### src/rtl/hcg_pkg.sv
package hcg_pkg;
  typedef enum logic [1:0] {
    CT_IDLE,
    CT_WAIT,
    CT_OPEN
  } clamp_state_e;
endpackage

### src/rtl/hcg_sync.sv
module hcg_sync #(
  parameter int W      = 2,
  parameter int STAGES = 2
) (
  input  logic         clk,
  input  logic         rst,
  input  logic [W-1:0] d,
  output logic [W-1:0] q
);
  logic [STAGES-1:0][W-1:0] stg;

  always_ff @(posedge clk) begin
    if (rst) begin
      stg <= '0;
    end else begin
      stg[0] <= d;
      for (int i = 1; i < STAGES; i++) stg[i] <= stg[i-1];
    end
  end

  assign q = stg[STAGES-1];
endmodule

### src/rtl/hcg_edge.sv
module hcg_edge #(
  parameter int STAGES = 2
) (
  input  logic clk,
  input  logic rst,
  input  logic raw_s,
  input  logic act_high,
  output logic primed,
  output logic lead,
  output logic trail
);
  localparam int PW = $clog2(STAGES + 2);
  localparam logic [PW-1:0] PRIME_AT = PW'(STAGES + 1);

  logic [PW-1:0] pcnt;
  logic act, act_d;

  // normalise so that 1 always means "sync pulse active"
  assign act    = act_high ? raw_s : ~raw_s;
  assign primed = (pcnt == PRIME_AT);

  always_ff @(posedge clk) begin
    if (rst) begin
      pcnt  <= '0;
      act_d <= 1'b0;
    end else begin
      act_d <= act;
      if (!primed) pcnt <= pcnt + 1'b1;
    end
  end

  // edges are masked until the synchronizer and history flop hold real data
  assign lead  = primed &  act & ~act_d;
  assign trail = primed & ~act &  act_d;
endmodule

### src/rtl/hcg_clamp_timer.sv
module hcg_clamp_timer
  import hcg_pkg::*;
#(
  parameter int W = 8
) (
  input  logic         clk,
  input  logic         rst,
  input  logic         trail,
  input  logic [W-1:0] start,
  input  logic [W-1:0] len,
  output logic         win
);
  localparam logic [W-1:0] ONE = {{(W-1){1'b0}}, 1'b1};

  clamp_state_e st;
  logic [W-1:0] pos;
  logic [W-1:0] rem;

  always_ff @(posedge clk) begin
    if (rst) begin
      st  <= CT_IDLE;
      pos <= '0;
      rem <= '0;
      win <= 1'b0;
    end else if (trail) begin
      // every trailing edge (re)arms placement and drops any open window
      st  <= CT_WAIT;
      pos <= start;
      win <= 1'b0;
    end else begin
      case (st)
        CT_WAIT: begin
          if (pos <= ONE) begin
            if (len != '0) begin
              st  <= CT_OPEN;
              rem <= len;
              win <= 1'b1;
            end else begin
              st <= CT_IDLE;
            end
          end else begin
            pos <= pos - ONE;
          end
        end
        CT_OPEN: begin
          if (rem <= ONE) begin
            win <= 1'b0;
            st  <= CT_IDLE;
          end else begin
            rem <= rem - ONE;
          end
        end
        default: st <= CT_IDLE;
      endcase
    end
  end
endmodule

### src/rtl/hcg_hs_shaper.sv
module hcg_hs_shaper #(
  parameter int W = 8
) (
  input  logic         clk,
  input  logic         rst,
  input  logic         lead,
  input  logic [W-1:0] width,
  input  logic         out_high,
  output logic         hs_out
);
  localparam logic [W-1:0] ONE = {{(W-1){1'b0}}, 1'b1};

  logic         busy;
  logic [W-1:0] cnt;

  always_ff @(posedge clk) begin
    if (rst) begin
      busy <= 1'b0;
      cnt  <= '0;
    end else if (lead) begin
      busy <= (width != '0);
      cnt  <= width;
    end else if (busy) begin
      if (cnt <= ONE) busy <= 1'b0;
      else            cnt  <= cnt - ONE;
    end
  end

  always_ff @(posedge clk) begin
    if (rst) hs_out <= ~out_high;
    else     hs_out <= out_high ? busy : ~busy;
  end
endmodule

### src/rtl/hsync_clamp_gen.sv
module hsync_clamp_gen #(
  parameter int CNT_W       = 8,
  parameter int SYNC_STAGES = 2
) (
  input  logic             clk,
  input  logic             rst,
  input  logic             hsync_in,
  input  logic             clamp_pin,
  input  logic [CNT_W-1:0] cfg_clamp_start,
  input  logic [CNT_W-1:0] cfg_clamp_len,
  input  logic             cfg_clamp_ext,
  input  logic             cfg_clamp_pin_low,
  input  logic             cfg_hs_in_high,
  input  logic             cfg_hs_out_high,
  input  logic [CNT_W-1:0] cfg_hs_width,
  output logic             clamp_out,
  output logic             hsync_out
);
  localparam int NPIN = 2;

  logic [NPIN-1:0] pins_s;
  logic primed, lead, trail, win;
  logic pin_act;

  hcg_sync #(.W(NPIN), .STAGES(SYNC_STAGES)) u_sync (
    .clk (clk),
    .rst (rst),
    .d   ({clamp_pin, hsync_in}),
    .q   (pins_s)
  );

  hcg_edge #(.STAGES(SYNC_STAGES)) u_edge (
    .clk      (clk),
    .rst      (rst),
    .raw_s    (pins_s[0]),
    .act_high (cfg_hs_in_high),
    .primed   (primed),
    .lead     (lead),
    .trail    (trail)
  );

  hcg_clamp_timer #(.W(CNT_W)) u_timer (
    .clk   (clk),
    .rst   (rst),
    .trail (trail),
    .start (cfg_clamp_start),
    .len   (cfg_clamp_len),
    .win   (win)
  );

  hcg_hs_shaper #(.W(CNT_W)) u_shaper (
    .clk      (clk),
    .rst      (rst),
    .lead     (lead),
    .width    (cfg_hs_width),
    .out_high (cfg_hs_out_high),
    .hs_out   (hsync_out)
  );

  assign pin_act = pins_s[1] ^ cfg_clamp_pin_low;

  always_ff @(posedge clk) begin
    if (rst)                clamp_out <= 1'b0;
    else if (cfg_clamp_ext) clamp_out <= primed & pin_act;
    else                    clamp_out <= win;
  end
endmodule

### config.mk
export PLATFORM = sky130hd
export DESIGN_NAME = hsync_clamp_gen
export DESIGN_NICKNAME = d
export VERILOG_FILES = /design/src/rtl/hcg_pkg.sv /design/src/rtl/hcg_sync.sv /design/src/rtl/hcg_edge.sv /design/src/rtl/hcg_clamp_timer.sv /design/src/rtl/hcg_hs_shaper.sv /design/src/rtl/hsync_clamp_gen.sv
export SDC_FILE = /design/constraint.sdc
export NUM_CORES = 1
export LEC_CHECK = 0
export CORE_MARGIN = 3
export CORE_UTILIZATION = 55
export CTS_CLUSTER_DIAMETER = 150
export DETAILED_ROUTE_END_ITERATION = 12
export GPL_TIMING_DRIVEN = 0
export MAX_ROUTING_LAYER = met4
export PLACE_DENSITY_LB_ADDON = 0.08
export SYNTH_ARGS = -nofsm -noshare
export SYNTH_HDL_FRONTEND = slang
export SYNTH_HIERARCHICAL = 1
export SYNTH_SLANG_ARGS = --single-unit
### constraint.sdc
create_clock -name clk -period 4.5 [get_ports clk]
set_clock_uncertainty 0.15 [all_clocks]
set_input_delay 0.45 -clock clk [delete_from_list [all_inputs] [get_ports clk]]
set_output_delay 0.45 -clock clk [all_outputs]
set_load 0.01 [all_outputs]
==> summary.txt <==
Critical path
  • R2R Path End: u_shaper/cnt[5]
  • Critical path origin: cfg_hs_in_high
  • Critical Path Fanout Max: 10
  • Number of cells on the worst reg-to-reg path: 5
  • CP Capture Type: register
  • Worst EP arrival: 2420 ps
  • Reg2Reg Launch Point: u_edge/pcnt[0]
  • Critical Path, Cell by Cell: clkdlybuf4s50_1 > xor2_1 > and3_1 > inv_1 > a31oi_4 > buf_6 > a21oi_1 > o32ai_1
  • Worst Setup Start Kind: input port
  • Worst Path Required: 4540 ps
  • CP endpoint: u_timer/rem[4]
  • Slowest stage delay, CP: 470 ps
  • Slowest CP cell: clkdlybuf4s50_1
  • R2r setup slk: 2280 ps
  • Crit path kind: input port to register

GRT
  • Vias in the first global route: 1,742
  • GRT Resource Usage Total: 21.5%
  • First-pass GRT wire length: 7.38 mm
  • Largest net degree at the start of global routing: 18
  • Total gr overflow: 0
  • Initial antenna violation count: 0

Clock tree
  • Setup bufs post-CTS: 0
  • TritonCTS clock tree: done
  • Worst-skew pair later-pin latency: 290 ps
  • CTS Root Cell: clkbuf_8
  • Worst-path clk slew: 70 ps
  • Clock buffer depth: 2
  • Cts repair resizes: 0
  • Hold Buf Count CTS: 0
  • H-tree Lvls: 2
  • Clock Sinks: 37
  • Total CTS buffers: 5

Detailed routing
  • 1st-pass router iterations: 4
  • Routed len/inst: 13.7 microns
  • DR vias/cell: 5.82
  • Starting DRC count in detailed routing: 176
  • Routed wire length: 4.60 mm
  • DRC: 0
  • ANT nets after route: 0
  • Via count: 1,956

Synthesis
  • #FFs+latches synth: 37
  • Syn Area/Cell: 8.64 sq um
  • EDFF count, synth: 0
  • Post-Syn Nets: 286
  • Main synth FF type: dfxtp_1
  • Sequential area share after synthesis: 34.7%
  • Post-synth ARST share: 0%
  • Netlist Area Pre-Place: 2130 sq um
  • Post-synth cell types: 58
  • Warnings from Yosys: 6
  • Mapped Cells: 247

Timing
  • Setup ws final: 2120 ps
  • Final count of pins violating max slew: 0
  • Final min period: 2380 ps
  • RSZ-0062 raised after global routing: no
  • Fin. Hold Viols: 0
  • Final Cycle Share: 52.8%
  • Peak Freq: 0.421 GHz
  • Worst slew pin tran: 662 ps
  • Max_slew headroom: 55.5%
  • Setup TNS: 0 ps
  • Final setup fails: 0

Pwr
  • Max IR drop VDD: 0.000219 V
  • Pwr dens: 285 nW/um^2
  • Leak: 0.954 nW

Finish
  • Most common cell after layout, fill and taps aside: dfxtp_1
  • Share of cells above drive strength 1: 12.8%
  • Commonest non-fill, non-tap cells in the layout: dfxtp_1 (37), clkdlybuf4s50_1 (33), nor2_1 (32)
  • Layout net count: 326
  • Area grow syn2layout: 23.9%
  • Diode count: 0

Floorplan
  • Die footprint: 4660 sq um
  • Die Height: 68.3 microns
  • Initial Util: 57.8%
  • Ports: 34
  • Row cnt: 22
  • Die width: 68.3 microns
  • CORE AREA: 3690 sq um

Min path
  • HP Class: register to register

Placed design
  • Place WS: 1820 ps
  • DP HPWL: 3.42 mm
  • IO Port Bufs: 33
  • RePlAce Congestion: 0.898

Job
  • Number of max-cap violations: 0

Outcome
  • Status: finished, final reports clean
## flip-flops by register name, indices dropped and copies added (netlist names), 2 cells and up
name / cells
u_sync/q: 2
u_sync/stg: 2
u_timer/rem: 8
u_timer/pos: 8
u_shaper/cnt: 8
u_timer/st: 2
u_edge/pcnt: 2
## area by class of cell
| type | count | area (sq um) |
|---|---|---|
| plain buffers | 12 | 96.3 |
| clock buffers | 6 | 82.6 |
| clock inverters | 2 | 37.5 |
| fillers | 307 | 1040 |
| inverters | 12 | 45.0 |
| multi-input cells | 186 | 1250 |
| flip-flops and latches | 37 | 741 |
| well taps | 48 | 60.1 |
| repair buffers | 33 | 330 |
## where the power goes
| part | switching (mW) | internal [mW] | leakage (nW) | total, mW |
|---|---|---|---|---|
| clock network | 0.120 | 0.180 | 0.0574 | 0.301 |
| logic | 0.0463 | 0.0558 | 0.597 | 0.102 |
| registers | 0.0104 | 0.340 | 0.300 | 0.351 |
| total | 0.177 | 0.576 | 0.954 | 0.753 |
## worst min path at each step
stage	from	endpoint	slack (ps)	depth (start not counted)
6_report	u_sync/stg[0]	u_sync/q[0]	290	1
4_1_cts	u_sync/stg[0]	u_sync/q[0]	300	1
3_3_place_gp	u_sync/stg[1]	u_sync/q[1]	270	1
3_5_place_dp	u_sync/stg[0]	u_sync/q[0]	280	1
2_1_floorplan	u_sync/stg[0]	u_sync/q[0]	260	1
5_1_grt	u_sync/stg[0]	u_sync/q[0]	310	1
## cells in the mapped netlist, types with 3 or more instances
library cell  instances  area [sq um]
dfxtp_1              37           741
nor2_1               32           120
nand2_1              16          60.1
a21oi_1              15          75.1
inv_1                11          41.3
nor3_1               10          50.1
or4_1                 9          67.6
ha_1                  7          87.6
nor2b_1               6          37.5
o21ai_0               6          30.0
xnor2_1               6          52.6
nor4_1                5          31.3
xor2_1                5          43.8
a311oi_1              4          35.0
o21ai_2               4          35.0
o311ai_0              4          35.0
or2_2                 4          25.0
a211o_2               3          30.0
a211oi_1              3          22.5
clkbuf_1              3          11.3
clkbuf_8              3          41.3
mux2i_1               3          30.0
nand2b_1              3          18.8
nand3_1               3          15.0
or3_1                 3          18.8
## worst max-delay path: cells and delay by family
kind            cells  cell delay [ps]
xor+xnor            1              250
compound gates      3              470
buf+inv             3              840
simple gates        1              400
## stage by stage
stage	area (sq um)	total power, mW	cells	hold slack, ps	utilization [%]
floorplan	2130	0.413	247	264	-
global placement	2520	0.457	328	270	68.4
detailed placement	2520	0.460	328	278	68.4
CTS	2640	0.763	336	297	71.7
global route	2640	0.786	336	306	71.7
finish	2640	0.753	336	292	71.7
## kinds of logic (layout without fill, tap and decap cells)
family,count (synthesis),count (layout),share of synthesized area (%)
and+or+nand+nor,102,102,24.9
AOI/OAI and AO/OA,63,63,23.8
xor gates and xnor gates,11,11,4.52
buffers and inverters,24,65,6.63
muxes,3,3,1.41
adders and majority gates,7,7,4.11
DFF,37,37,34.7
## layer usage
layer | track usage [%] | part of all wire [%]
met5 | - | 0
met4 | 7.20 | 1.2
met3 | 4.60 | 5.1
met2 | 37.5 | 50
met1 | 24.2 | 44
Power figures use the tool's default switching activity.
